## config.mk

```make
export PLATFORM = sky130hd
export DESIGN_NAME = rng_periph
export DESIGN_NICKNAME = d
export VERILOG_FILES = /design/src/rtl/rng_pkg.sv /design/src/rtl/rng_lfsr.sv /design/src/rtl/rng_gen_ctrl.sv /design/src/rtl/rng_bus_if.sv /design/src/rtl/rng_periph.sv
export SDC_FILE = /design/constraint.sdc
export NUM_CORES = 1
export LEC_CHECK = 0
export BUFFER_PORTS_ARGS = -buffer_cell sky130_fd_sc_hd__buf_2
export CORE_MARGIN = 3
export CORE_UTILIZATION = 58
export DETAILED_ROUTE_END_ITERATION = 7
export GPL_TIMING_DRIVEN = 0
export PLACE_DENSITY = 0.94
export SETUP_SLACK_MARGIN = 0.3
export SLEW_MARGIN = 40
export SYNTH_ARGS = -nofsm -noshare
export SYNTH_HDL_FRONTEND = slang
export SYNTH_HIERARCHICAL = 1
export SYNTH_SLANG_ARGS = --single-unit
```

## constraint.sdc

```tcl
create_clock -name clk -period 3.05 [get_ports clk]
set_clock_uncertainty 0.1 [all_clocks]
set_input_delay 0 -clock clk [delete_from_list [all_inputs] [get_ports clk]]
set_output_delay 0 -clock clk [all_outputs]
set_load 0.02 [all_outputs]
```

## src/rtl/rng_pkg.sv

```systemverilog
// Package: register offsets and decode type shared by the generator.
// Assumes byte addressing with 32-bit aligned words.
package rng_pkg;
    localparam int unsigned OFF_CFG  = 32'h00;
    localparam int unsigned OFF_STAT = 32'h04;
    localparam int unsigned OFF_VAL  = 32'h08;

    typedef enum logic [1:0] {
        HIT_NONE = 2'd0,
        HIT_CFG  = 2'd1,
        HIT_STAT = 2'd2,
        HIT_VAL  = 2'd3
    } reg_hit_e;
endpackage

```

## src/rtl/rng_lfsr.sv

```systemverilog
// Galois right-shifting LFSR that steps only when enabled.
// Assumes MASK describes a maximal-length polynomial and SEED is non-zero.
module rng_lfsr #(
    parameter int W = 32,
    parameter logic [W-1:0] MASK = 32'h8020_0003,
    parameter logic [W-1:0] SEED = 32'hACE1_0001
) (
    input  logic         clk,
    input  logic         rst_n,
    input  logic         en,
    output logic [W-1:0] state
);
    logic [W-1:0] state_q;

    // Purpose: advance the register one step per enabled cycle.
    always_ff @(posedge clk) begin
        if (!rst_n)
            state_q <= SEED;
        else if (en)
            state_q <= (state_q >> 1) ^ (state_q[0] ? MASK : '0);
    end

    assign state = state_q;

    assert_nonzero_R5: assert property (@(posedge clk) disable iff (!rst_n)
        state_q != '0);
endmodule

```

## src/rtl/rng_gen_ctrl.sv

```systemverilog
// Generation window counter, valid flag and value latch.
// Assumes GEN_CYCLES >= 2 and take only asserted while the flag is valid.
module rng_gen_ctrl #(
    parameter int GEN_CYCLES  = 32,
    parameter int LFSR_W      = 32,
    parameter int VAL_W       = 16,
    parameter bit SAMPLE_HIGH = 1'b0
) (
    input  logic              clk,
    input  logic              rst_n,
    input  logic              dis,
    input  logic              take,
    input  logic [LFSR_W-1:0] lfsr_state,
    output logic              rdy_q,
    output logic [VAL_W-1:0]  val_q
);
    localparam int CNT_W = (GEN_CYCLES > 1) ? $clog2(GEN_CYCLES) : 1;
    localparam logic [CNT_W-1:0] CNT_LAST = CNT_W'(GEN_CYCLES - 1);

    logic [CNT_W-1:0] cnt_q;
    logic [VAL_W-1:0] sample;

    // Pick the half of the register that becomes the value.
    generate
        if (SAMPLE_HIGH) begin : g_hi
            logic unused_lo;
            assign sample    = lfsr_state[LFSR_W-1 -: VAL_W];
            assign unused_lo = ^lfsr_state[LFSR_W-VAL_W-1:0];
        end else begin : g_lo
            logic unused_hi;
            assign sample    = lfsr_state[VAL_W-1:0];
            assign unused_hi = ^lfsr_state[LFSR_W-1:VAL_W];
        end
    endgenerate

    // Purpose: run the window, latch the value, clear on take or power-down.
    always_ff @(posedge clk) begin
        if (!rst_n) begin
            cnt_q <= '0;
            rdy_q <= 1'b0;
            val_q <= '0;
        end else if (dis) begin
            cnt_q <= '0;
            rdy_q <= 1'b0;
        end else if (take) begin
            cnt_q <= '0;
            rdy_q <= 1'b0;
        end else if (!rdy_q) begin
            if (cnt_q == CNT_LAST) begin
                cnt_q <= '0;
                rdy_q <= 1'b1;
                val_q <= sample;
            end else begin
                cnt_q <= cnt_q + 1'b1;
            end
        end
    end

    assert_off_not_ready_R4: assert property (@(posedge clk) disable iff (!rst_n)
        $past(dis) |-> !rdy_q);
    assert_take_clears_R6: assert property (@(posedge clk) disable iff (!rst_n)
        take |=> !rdy_q);
    assert_window_len_R5: assert property (@(posedge clk) disable iff (!rst_n)
        $rose(rdy_q) |-> $past(cnt_q) == CNT_LAST);
    assert_value_held_R5: assert property (@(posedge clk) disable iff (!rst_n)
        rdy_q && $past(rdy_q) |-> $stable(val_q));
endmodule

```

## src/rtl/rng_bus_if.sv

```systemverilog
// Bus decode, configuration register, read mux and ready generation.
// Assumes the master holds the request stable until ready.
module rng_bus_if
    import rng_pkg::*;
#(
    parameter int ADDR_W  = 8,
    parameter int DATA_W  = 32,
    parameter int CFG_W   = 16,
    parameter int VAL_W   = 16,
    parameter int DIS_BIT = 2
) (
    input  logic              clk,
    input  logic              rst_n,
    input  logic              bus_sel,
    input  logic              bus_write,
    input  logic [ADDR_W-1:0] bus_addr,
    input  logic [DATA_W-1:0] bus_wdata,
    output logic [DATA_W-1:0] bus_rdata,
    output logic              bus_ready,
    input  logic              rdy_q,
    input  logic [VAL_W-1:0]  val_q,
    output logic              dis,
    output logic              take
);
    reg_hit_e         hit;
    logic [CFG_W-1:0] cfg_q;
    logic             cfg_wr;
    logic             val_rd;
    logic             unused_wdata_hi;

    assign unused_wdata_hi = ^bus_wdata[DATA_W-1:CFG_W];

    // Purpose: map the byte offset to a register.
    always_comb begin
        if (bus_addr == ADDR_W'(OFF_CFG))       hit = HIT_CFG;
        else if (bus_addr == ADDR_W'(OFF_STAT)) hit = HIT_STAT;
        else if (bus_addr == ADDR_W'(OFF_VAL))  hit = HIT_VAL;
        else                                    hit = HIT_NONE;
    end

    assign cfg_wr = bus_sel & bus_write & (hit == HIT_CFG);
    assign val_rd = bus_sel & ~bus_write & (hit == HIT_VAL);

    // Purpose: hold the configuration word.
    always_ff @(posedge clk) begin
        if (!rst_n)
            cfg_q <= '0;
        else if (cfg_wr)
            cfg_q <= bus_wdata[CFG_W-1:0];
    end

    assign dis       = cfg_q[DIS_BIT];
    assign bus_ready = bus_sel & (~val_rd | rdy_q | dis);
    assign take      = val_rd & rdy_q & ~dis;

    // Purpose: select read data for the addressed word.
    always_comb begin
        bus_rdata = '0;
        if (bus_sel && !bus_write) begin
            unique case (hit)
                HIT_CFG:  bus_rdata = DATA_W'(cfg_q);
                HIT_STAT: bus_rdata = DATA_W'(rdy_q & ~dis);
                HIT_VAL:  bus_rdata = dis ? '0 : DATA_W'(val_q);
                default:  bus_rdata = '0;
            endcase
        end
    end

    assert_cfg_only_by_cfg_write_R9: assert property (@(posedge clk) disable iff (!rst_n)
        bus_sel && !(bus_write && hit == HIT_CFG) |=> $stable(cfg_q));
    assert_unmapped_zero_R10: assert property (@(posedge clk) disable iff (!rst_n)
        bus_sel && !bus_write && hit == HIT_NONE |-> bus_ready && bus_rdata == '0);
    assert_off_read_zero_R8: assert property (@(posedge clk) disable iff (!rst_n)
        val_rd && dis |-> bus_ready && bus_rdata == '0);
endmodule

```

## src/rtl/rng_periph.sv

```systemverilog
// Top: memory-mapped 16-bit random value source with stalling value read.
// Assumes a single bus master; power-down is a clock enable on the generator.
module rng_periph #(
    parameter int ADDR_W      = 8,
    parameter int DATA_W      = 32,
    parameter int CFG_W       = 16,
    parameter int VAL_W       = 16,
    parameter int DIS_BIT     = 2,
    parameter int LFSR_W      = 32,
    parameter int GEN_CYCLES  = 32,
    parameter bit SAMPLE_HIGH = 1'b0,
    parameter logic [LFSR_W-1:0] LFSR_MASK = 32'h8020_0003,
    parameter logic [LFSR_W-1:0] SEED      = 32'hACE1_0001
) (
    input  logic              clk,
    input  logic              rst_n,
    input  logic              bus_sel,
    input  logic              bus_write,
    input  logic [ADDR_W-1:0] bus_addr,
    input  logic [DATA_W-1:0] bus_wdata,
    output logic [DATA_W-1:0] bus_rdata,
    output logic              bus_ready
);
    logic              dis;
    logic              take;
    logic              rdy_q;
    logic [VAL_W-1:0]  val_q;
    logic [LFSR_W-1:0] lfsr_state;

    rng_bus_if #(
        .ADDR_W(ADDR_W), .DATA_W(DATA_W), .CFG_W(CFG_W),
        .VAL_W(VAL_W), .DIS_BIT(DIS_BIT)
    ) u_bus (
        .clk(clk), .rst_n(rst_n),
        .bus_sel(bus_sel), .bus_write(bus_write), .bus_addr(bus_addr),
        .bus_wdata(bus_wdata), .bus_rdata(bus_rdata), .bus_ready(bus_ready),
        .rdy_q(rdy_q), .val_q(val_q), .dis(dis), .take(take)
    );

    rng_lfsr #(.W(LFSR_W), .MASK(LFSR_MASK), .SEED(SEED)) u_lfsr (
        .clk(clk), .rst_n(rst_n), .en(~dis), .state(lfsr_state)
    );

    rng_gen_ctrl #(
        .GEN_CYCLES(GEN_CYCLES), .LFSR_W(LFSR_W), .VAL_W(VAL_W),
        .SAMPLE_HIGH(SAMPLE_HIGH)
    ) u_gen (
        .clk(clk), .rst_n(rst_n), .dis(dis), .take(take),
        .lfsr_state(lfsr_state), .rdy_q(rdy_q), .val_q(val_q)
    );

    assert_frozen_when_off_R3: assert property (@(posedge clk) disable iff (!rst_n)
        $past(dis) |-> $stable(lfsr_state));
    assert_stall_until_valid_R7: assert property (@(posedge clk) disable iff (!rst_n)
        bus_sel && !bus_write && bus_addr == ADDR_W'(rng_pkg::OFF_VAL) && !rdy_q && !dis
        |-> !bus_ready);
endmodule

```

==> results.py, run 1 <==
metrics = {
    "critical_path": {
        "rr_endpoint": "u_gen/val_q[15]",
        "ff2ff_setup_slack_ns": 0.71,
        "rr_startpoint": "u_bus/cfg_q[2]",
        "critical-path-slowest-cell": "nor3_1",
        "cp-endpoint": "u_gen/val_q[15]",
        "crit_fanout": 10,
        "critPathKind": "flop to flop",
        "crit_start": "u_bus/cfg_q[2]",
        "cp-start-kind": "flop",
        "rr_worst_depth": 9,
        "crit_chain": "nor2b_1, clkbuf_1, nand3_1, nor3_1, or4b_4, buf_6, buf_8, nand2_1, a21boi_2",
        "max_stage_delay_ns": 0.45,
        "required_ns": 3.22,
        "cp.arrival_ns": 2.50,
        "worstSetupEndpointType": "flop",
    },
    "detailed_routing": {
        "drt_iter0_markers": 189,
        "ant_nets": 0,
        "first_pass_iters": 5,
        "drc": 0,
        "wl_per_cell_um": 15.69,
        "routed_via_density": 5.713,
        "vias": 3091,
        "wl_um": 8490,
    },
    "timing": {
        "fmax_ghz": 0.4282,
        "fin_crit_sh_pct": 76.57,
        "setup_violations": 0,
        "fin_crit_ns": 2.335,
        "fin_ws_ns": 0.7147,
        "rsz0062_at_grt": "no",
        "tightest_slew_ns": 0.5850,
        "drv_slew": 0,
        "setup_tns_ns": 0,
        "hold_viol": 0,
        "maxSlewHeadroom_pct": 60.71,
    },
    "grt": {
        "grt_pass1_wl_um": 13810,
        "grt_use_total_pct": 26.80,
        "grt_overflow": 0,
        "antenna_found_initial": 0,
        "grt_start_max_net_pins": 16,
        "grt_pass1_vias": 3129,
    },
    "placement": {
        "dpl.cell_count": 502,
        "post-dp-hpwl_um": 5396,
        "post-place-ws_ns": 0.7430,
        "portBuffers": 44,
        "routabilityCongestion": 0.8332,
    },
    "floorplan": {
        "design.die.area_sq_mm": 0.006851,
        "die_h_um": 82.77,
        "start_util_pct": 60.95,
        "die_x_um": 82.77,
        "core_sq_mm": 0.005608,
        "ios": 77,
        "rows": 27,
    },
    "synthesis": {
        "synth_area_sq_mm": 0.003418,
        "avgSynthCellArea_sq_um": 9.214,
        "synth_seq_area_share_pct": 41.00,
        "synthTopCellsByArea": "dfxtp_1 41%, mux2i_1 9.1%, nor2b_1 7.0%",
        "synth_top_area_share_pct": 41.00,
        "ys_warn_count": 6,
        "synth_top_cell_by_area": "dfxtp_1",
        "async_flop_share_pct": 0,
        "ys_seq_elements": 70,
        "synth.most_common_cell": "dfxtp_1",
        "synth_cells": 371,
        "synth-edff-count": 0,
        "ys_types": 41,
        "yosys-top-cells-count": "70 x dfxtp_1, 43 x nand2_1, 38 x nor2b_1",
        "synth_flop_cell": "dfxtp_1",
    },
    "clocking": {
        "htreeDepth": 3,
        "cts_buffer_depth": 2,
        "clock-sinks": 70,
        "cts_buffers": 9,
        "ctsResizeCount": 0,
        "path_clk_slew_ns": 0.07,
        "cts_tree": "done",
        "cts_root_buf": "clkbuf_8",
        "insertion_delay_ns": 0.34,
    },
    "min_path": {
        "min-delay-start": "bus_addr[1]",
        "worst_hold_path_type": "primary input to flop",
    },
    "cells_and_area": {
        "final_layout_size_suffix_gt1_share_pct": 22.60,
        "nets": 511,
        "regArea_sq_mm": 0.001401,
        "multi_input_area_sq_mm": 0.001734,
        "insertedDiodeCount": 0,
        "nFillCells": 365,
        "area_growth_pct": 23.35,
        "fin_cells": 541,
    },
    "pwr": {
        "peakVddDrop_v": 0.0004256,
        "power_mw": 1.866,
        "power.density_mw_per_mm2": 442.5,
        "total_leakage_power_nw": 1.789,
    },
    "run_status": {
        "status": "finished, final reports clean",
    },
    "job": {
        "max_cap_viol_count": 0,
    },
}
where the power goes:
part / switching (mW) / internal [mW]
logic: 0.0898 / 0.0775
registers: 0.0166 / 0.936
clock network: 0.324 / 0.422
total: 0.431 / 1.44
worst max-delay path, delay by kind of cell, from the launching register on:
kind / cells / cell delay [ns]
buffers and inverters: 3 / 0.59
AO/OA/AOI/OAI: 1 / 0.14
AND/OR/NAND/NOR: 5 / 1.03
flip-flops: 1 / 0.41
per-stage QoR:
step	hold slack (ns)	util (%)	instance area [sq um]
3_3_place_gp	0.1612	67.49	3785
6_report	0.1803	75.19	4217
3_5_place_dp	0.1634	67.49	3785
5_1_grt	0.1878	75.19	4217
2_1_floorplan	-0.05451	-	3475
4_1_cts	0.1466	75.19	4217
logic make-up after synthesis:
kind of cell	Yosys count	share of synthesized area, %
adders and majority gates	3	1.098
buffers and inverters	45	9.920
muxes	31	9.078
DFF	70	41.00
AOI/OAI and AO/OA	77	15.37
other	1	0.1097
xor gates and xnor gates	2	0.5125
and+or+nand+nor	142	22.91
sequential cells by signal, indices dropped and copies added (netlist names):
register	cells
u_lfsr/state	32
u_bus/cfg_q	16
u_gen/val_q	16
u_gen/cnt_q	5
u_gen/rdy_q	1
per-layer routing:
layer / global-route usage [%] / part of all wire, %
met1: 27.45 / 38
met2: 49.68 / 51
met3: 7.235 / 6.8
met4: 13.40 / 3.8
met5: 0 / 0
cell type report:
| class | instances | share of cell area [%] |
|---|---|---|
| inverters | 2 | 0.1780 |
| clock inverters | 3 | 1.009 |
| multi-input cells | 271 | 41.13 |
| flip-flops and latches | 70 | 33.23 |
| plain buffers | 43 | 7.864 |
| clock buffers | 13 | 3.769 |
| repair buffers | 67 | 10.68 |
| well taps | 72 | 2.137 |
worst min-delay path by stage:
| stage | depth (start not counted) | to | slack [ns] |
|---|---|---|---|
| 2_1_floorplan | 1 | bus_rdata[0] | -0.05 |
| 3_3_place_gp | 3 | u_bus/cfg_q[4] | 0.16 |
| 6_report | 5 | u_bus/cfg_q[4] | 0.18 |
| 3_5_place_dp | 3 | u_bus/cfg_q[8] | 0.16 |
| 5_1_grt | 5 | u_bus/cfg_q[11] | 0.19 |
| 4_1_cts | 5 | u_bus/cfg_q[8] | 0.15 |
cells in the final DEF, fill, tap and decap left out, types with 3 or more instances in the layout:
cell type and instances:
a21boi_0 6, a21boi_2 10, a21oi_1 36, buf_2 47, buf_4 16, buf_6 5
clkbuf_1 13, clkbuf_8 12, conb_1 16, dfxtp_1 70, dlygate4sd3_1 23, ha_1 3
mux2i_1 31, nand2_1 43, nand4_1 18, nor2_1 25, nor2b_1 38, nor3_1 3
o21ai_0 3, o31ai_1 16
what timing repair did:
| action | 4_1_cts | 5_1_grt |
|---|---|---|
| buffers inserted | 0 | 0 |
| hold buffers | 23 | 0 |
| setup endpoints to repair | 0 | 0 |
| hold endpoints to repair | 24 | 0 |
(Power assumes the default switching activity.)
==> run 2: changes to the inputs <==
--- a/config.mk
+++ b/config.mk
@@ -7,10 +7,10 @@
 export LEC_CHECK = 0
 export BUFFER_PORTS_ARGS = -buffer_cell sky130_fd_sc_hd__buf_2
 export CORE_MARGIN = 3
-export CORE_UTILIZATION = 58
+export CORE_UTILIZATION = 54
 export DETAILED_ROUTE_END_ITERATION = 7
 export GPL_TIMING_DRIVEN = 0
-export PLACE_DENSITY = 0.94
+export PLACE_DENSITY = 0.89
 export SETUP_SLACK_MARGIN = 0.3
 export SLEW_MARGIN = 40
 export SYNTH_ARGS = -nofsm -noshare
==> constraint.sdc (replaced) <==
create_clock -name clk -period 2.43 [get_ports clk]
set_clock_uncertainty 0.1 [all_clocks]
set_input_delay 0 -clock clk [delete_from_list [all_inputs] [get_ports clk]]
set_output_delay 0 -clock clk [all_outputs]
set_load 0.02 [all_outputs]
==> results.py, run 2 (synthesis gave the netlist of run 1 again) <==
metrics = {
    "critical_path": {
        "required_ns": 2.57,
        "crit_fanout": 10,
        "critPathKind": "flop to flop",
        "cp-start-kind": "flop",
        "worstSetupEndpointType": "flop",
        "cp.arrival_ns": 2.19,
    },
    "cells_and_area": {
        "largest_reg_flops": 32,
        "layout_commonest_cell": "dfxtp_1",
        "layout_common_cells": "67 x dfxtp_1, 47 x buf_2, 43 x nand2_1, 38 x nor2b_1, 36 x a21oi_1",
        "final_layout_size_suffix_gt1_share_pct": 24.95,
        "area_growth_pct": 26.46,
        "fin_cells": 545,
        "post-route-cell-area_sq_mm": 0.004323,
        "nets": 511,
        "utilization_pct": 71.74,
        "nFillCells": 408,
    },
    "timing": {
        "fin_ws_ns": 0.3805,
        "hold_ws_ns": 0.1904,
        "maxSlewHeadroom_pct": 61.36,
        "drv_slew": 0,
        "setup_violations": 0,
        "fin_crit_sh_pct": 84.34,
        "hold_viol": 0,
        "tightest_slew_ns": 0.5754,
        "setup_tns_ns": 0,
        "fin_crit_ns": 2.049,
        "rsz0062_at_grt": "no",
        "fmax_ghz": 0.4879,
    },
    "placement": {
        "post-dp-hpwl_um": 5107,
        "routabilityCongestion": 0.8338,
        "post-place-ws_ns": 0.1487,
        "portBuffers": 44,
        "dpl.cell_count": 505,
        "placed_area_sq_mm": 0.003789,
    },
    "pwr": {
        "power_frac_seq_pct": 45.0,
        "power.density_mw_per_mm2": 614.8,
        "switching_power_mw": 0.5725,
        "pwr-share-clk_pct": 47.1,
        "switching_share_pct": 21.54,
        "power_mw": 2.658,
        "combPwrFrac_pct": 7.9,
        "total_leakage_power_nw": 1.821,
        "p_int_mw": 2.085,
        "peakVddDrop_v": 0.0004844,
    },
    "detailed_routing": {
        "dr.max_layer_used": "met4",
        "wl_um": 8601,
        "routed_via_density": 5.541,
        "ant_nets": 0,
        "drc": 0,
        "route.met2.wl_um": 4396,
        "routed-wl-met3_um": 542,
        "first_pass_iters": 5,
        "m1WireLength_um": 3351,
        "wl_per_cell_um": 15.78,
        "vias": 3020,
        "drt_iter0_markers": 197,
    },
    "grt": {
        "grt_use_total_pct": 24.23,
        "grt_pass1_wl_um": 13970,
        "grt_pass1_vias": 2918,
        "grt_overflow": 0,
        "antenna_found_initial": 0,
        "grt_start_max_net_pins": 16,
    },
    "job": {
        "max_cap_viol_count": 0,
    },
    "clocking": {
        "htreeDepth": 3,
        "cts_tree": "done",
        "insertion_delay_ns": 0.34,
        "path_clk_slew_ns": 0.08,
        "clock-sinks": 70,
        "cts_buffer_depth": 2,
        "cts_buffers": 9,
        "cts_root_buf": "clkbuf_8",
    },
    "floorplan": {
        "core_sq_mm": 0.006026,
        "ios": 77,
        "start_util_pct": 56.73,
        "rows": 28,
        "die_x_um": 85.56,
        "die_h_um": 85.56,
        "design.die.area_sq_mm": 0.007321,
    },
    "min_path": {
        "worst_hold_path_type": "primary input to flop",
    },
    "run_status": {
        "status": "finished, final reports clean",
    },
}
==> run 2: cell types whose count changed in the layout (fill, tap and decap cells not counted), moves of 2 or more <==
cell / change
clkbuf_1: -3
ha_1: -2
dfxtp_1: -3
clkbuf_2: +2
dfxtp_2: +3
bufinv_16: +3
==> run 2: cell type report <==
class | instances | area [sq um] | area share, %
clock buffer | 10 | 137.6 | 3.184
timing repair buffer | 67 | 450.4 | 10.42
antenna | 1 | 2.502 | 0.05789
buffer | 43 | 334.1 | 7.728
sequential | 70 | 1405 | 32.50
multi-input combinational | 271 | 1759 | 40.69
clock inverter | 6 | 132.6 | 3.068
inverter | 2 | 7.507 | 0.1737
tap | 75 | 93.84 | 2.171
==> run 2: power by group through the flow <==
stage / Sequential, mW / Combinational, mW / Clock [mW]
global placement: 1.22 / 0.174 / 0
CTS: 1.20 / 0.202 / 1.27
detailed placement: 1.22 / 0.180 / 0
finish: 1.20 / 0.210 / 1.25
floorplan: 1.22 / 0.130 / 0
global route: 1.20 / 0.230 / 1.34
==> run 2: final timing paths <==
path / startpoint / end / slack (ns) / depth (start not counted)
max: u_gen/cnt_q[0] / u_gen/val_q[5] / 0.38 / 8
min: bus_addr[1] / u_bus/cfg_q[10] / 0.19 / 5
max reg2reg: u_gen/cnt_q[0] / u_gen/val_q[5] / 0.38 / 8
min reg2reg: u_gen/val_q[3] / u_gen/val_q[3] / 0.36 / 2
==> run 2: metal layers <==
metal / track usage [%] / up-vias
met5: 0 / -
li1: - / 1451
met2: 41.17 / 138
met1: 27.27 / 1394
met3: 7.973 / 37
met4: 11.80 / 0
==> run 2: what timing repair did <==
item | CTS | global route
endpoints found under the setup margin | 16 | 23
pin swaps | 0 | 0
hold buffers | 23 | 0
resized for setup | 3 | 8
hold endpoints to repair | 24 | 0
setup buffers | 0 | 0
==> run 2: worst max-delay path: stages (launching register included) <==
cell,delay [ns]
dfxtp_2,0.37
ha_2,0.21
and3_4,0.21
ha_4,0.15
or4b_4,0.46
buf_6,0.15
buf_8,0.13
nand2_1,0.10
a21boi_2,0.07
==> run 3: changes to the inputs <==
==> constraint.sdc (replaced) <==
create_clock -name clk -period 2.1 [get_ports clk]
set_clock_uncertainty 0.1 [all_clocks]
set_input_delay 0 -clock clk [delete_from_list [all_inputs] [get_ports clk]]
set_output_delay 0 -clock clk [all_outputs]
set_load 0.02 [all_outputs]
==> results.py, run 3 (synthesis gave the netlist of run 1 again) <==
metrics = {
    "detailed_routing": {
        "vias": 3191,
        "routed_via_density": 5.729,
        "wl_per_cell_um": 17.12,
        "first_pass_iters": 5,
        "wl_um": 9538,
        "drt_iter0_markers": 331,
        "drc": 0,
        "ant_nets": 0,
    },
    "grt": {
        "grt_start_max_net_pins": 16,
        "grt_pass1_wl_um": 15280,
        "grt_overflow": 0,
        "grt_use_total_pct": 26.55,
        "grt_pass1_vias": 3289,
        "antenna_found_initial": 0,
    },
    "critical_path": {
        "crit_chain": "ha_4, and3_4, ha_4, or4b_4, buf_6, buf_6, nand2_2, a21boi_2",
        "cp-start-kind": "flop",
        "worstSetupEndpointType": "flop",
        "cp.arrival_ns": 2.04,
        "rr_worst_depth": 8,
        "rr_endpoint": "u_gen/val_q[13]",
        "max_stage_delay_ns": 0.45,
        "crit_fanout": 6,
        "ff2ff_setup_slack_ns": 0.19,
        "required_ns": 2.23,
        "critPathKind": "flop to flop",
        "critical-path-slowest-cell": "or4b_4",
        "cp_top_family": "simple AND/OR/NAND/NOR gates",
        "rr_startpoint": "u_gen/cnt_q[0]",
        "path_buf_inv": 2,
    },
    "floorplan": {
        "design.die.area_sq_mm": 0.007321,
        "die_h_um": 85.56,
        "start_util_pct": 56.73,
        "ios": 77,
        "core_sq_mm": 0.006026,
        "rows": 28,
        "die_x_um": 85.56,
    },
    "pwr": {
        "combPwrFrac_pct": 9.9,
        "total_leakage_power_nw": 1.906,
        "power.density_mw_per_mm2": 600.7,
        "power_mw": 2.703,
        "pwr-share-clk_pct": 38.9,
        "p_int_mw": 2.054,
        "peakVddDrop_v": 0.0005438,
        "switching_share_pct": 24.00,
        "switching_power_mw": 0.6486,
        "power_frac_seq_pct": 51.2,
    },
    "cells_and_area": {
        "layout_commonest_cell": "dfxtp_1",
        "largest_reg_flops": 32,
        "nFillCells": 386,
        "insertedDiodeCount": 0,
        "area_growth_pct": 31.63,
        "layout_common_cells": "67 x dfxtp_1, 47 x buf_2, 38 x nor2b_1, 35 x a21oi_1, 31 x mux2i_1",
        "final_layout_size_suffix_gt1_share_pct": 31.12,
        "nets": 525,
        "fin_cells": 557,
    },
    "clocking": {
        "cts_root_buf": "clkbuf_8",
        "insertion_delay_ns": 0.34,
        "clock-sinks": 70,
        "cts_buffers": 9,
        "cts_tree": "done",
        "cts_buffer_depth": 2,
        "htreeDepth": 3,
        "path_clk_slew_ns": 0.07,
    },
    "timing": {
        "tightest_slew_ns": 0.6575,
        "fin_crit_ns": 1.914,
        "fmax_ghz": 0.5226,
        "maxSlewHeadroom_pct": 56.16,
        "hold_ws_ns": 0.1956,
        "setup_violations": 0,
        "drv_slew": 0,
        "setup_tns_ns": 0,
        "fin_crit_sh_pct": 91.13,
        "hold_viol": 0,
        "rsz0062_at_grt": "yes",
    },
    "placement": {
        "post-dp-hpwl_um": 5356,
        "dpl.cell_count": 505,
        "portBuffers": 44,
        "routabilityCongestion": 0.8760,
    },
    "job": {
        "max_cap_viol_count": 0,
    },
    "min_path": {
        "worst_hold_path_type": "primary input to flop",
        "min-delay-start": "bus_addr[0]",
        "hold_path_depth": 5,
        "hold_end": "u_bus/cfg_q[4]",
    },
    "run_status": {
        "status": "finished, final reports clean",
    },
}
## run 3: worst max-delay path by stage
stage | to | cells past startpoint | start
2_1_floorplan | u_gen/val_q[10] | 8 | u_gen/cnt_q[1]
3_3_place_gp | u_gen/val_q[10] | 10 | bus_sel
3_5_place_dp | u_gen/val_q[11] | 10 | bus_sel
4_1_cts | u_gen/val_q[14] | 8 | u_gen/cnt_q[0]
5_1_grt | u_gen/val_q[2] | 8 | u_gen/cnt_q[1]
6_report | u_gen/val_q[13] | 8 | u_gen/cnt_q[0]
## run 3: per-layer routing
metal  GRT usage (%)  share of wire (%)  wire, um
met5               0                  0         0
met4           15.54                4.6       443
met3           8.549                7.9       752
met2           45.48                 49      4711
met1           28.59                 38      3631
## run 3: repair_timing
action / CTS / global route
endpoints found under the hold margin: 24 / 0
cloned: 1 / 0
pin swaps: 1 / 11
endpoints found under the setup margin: 26 / 29
gates resized for setup: 19 / 19
setup buffers: 9 / 4
hold buffers: 23 / 0
## run 3: worst min-delay path, delay by kind of cell
family	cells	cell delay, ns
compound gates	2	0.21
buf+inv	2	0.26
simple gates	1	0.13
## run 3: area by class of cell
class / count / area [sq um] / share of cell area [%]
timing repair buffer: 81 / 583.1 / 12.96
inverter: 2 / 7.507 / 0.1669
multi-input combinational: 271 / 1873 / 41.63
buffer: 43 / 340.3 / 7.564
clock inverter: 4 / 47.55 / 1.057
sequential: 70 / 1413 / 31.40
tap: 75 / 93.84 / 2.086
clock buffer: 11 / 141.4 / 3.142
## run 3: stage by stage
stage | util, % | cell area, sq um | setup slack (ns)
floorplan | - | 3540 | 0.2570
global placement | 63.95 | 3854 | -0.05762
detailed placement | 63.95 | 3854 | -0.1227
CTS | 73.24 | 4413 | 0.1997
global route | 74.67 | 4499 | 0.1513
finish | 74.67 | 4499 | 0.1863
## run 3: power by group through the flow
| stage | sequential (mW) | combinational, mW | clock (mW) |
|---|---|---|---|
| 4_1_cts | 1.38 | 0.246 | 1.06 |
| 2_1_floorplan | 1.41 | 0.152 | 0 |
| 3_5_place_dp | 1.42 | 0.212 | 0 |
| 5_1_grt | 1.39 | 0.291 | 1.14 |
| 3_3_place_gp | 1.41 | 0.205 | 0 |
| 6_report | 1.38 | 0.268 | 1.05 |
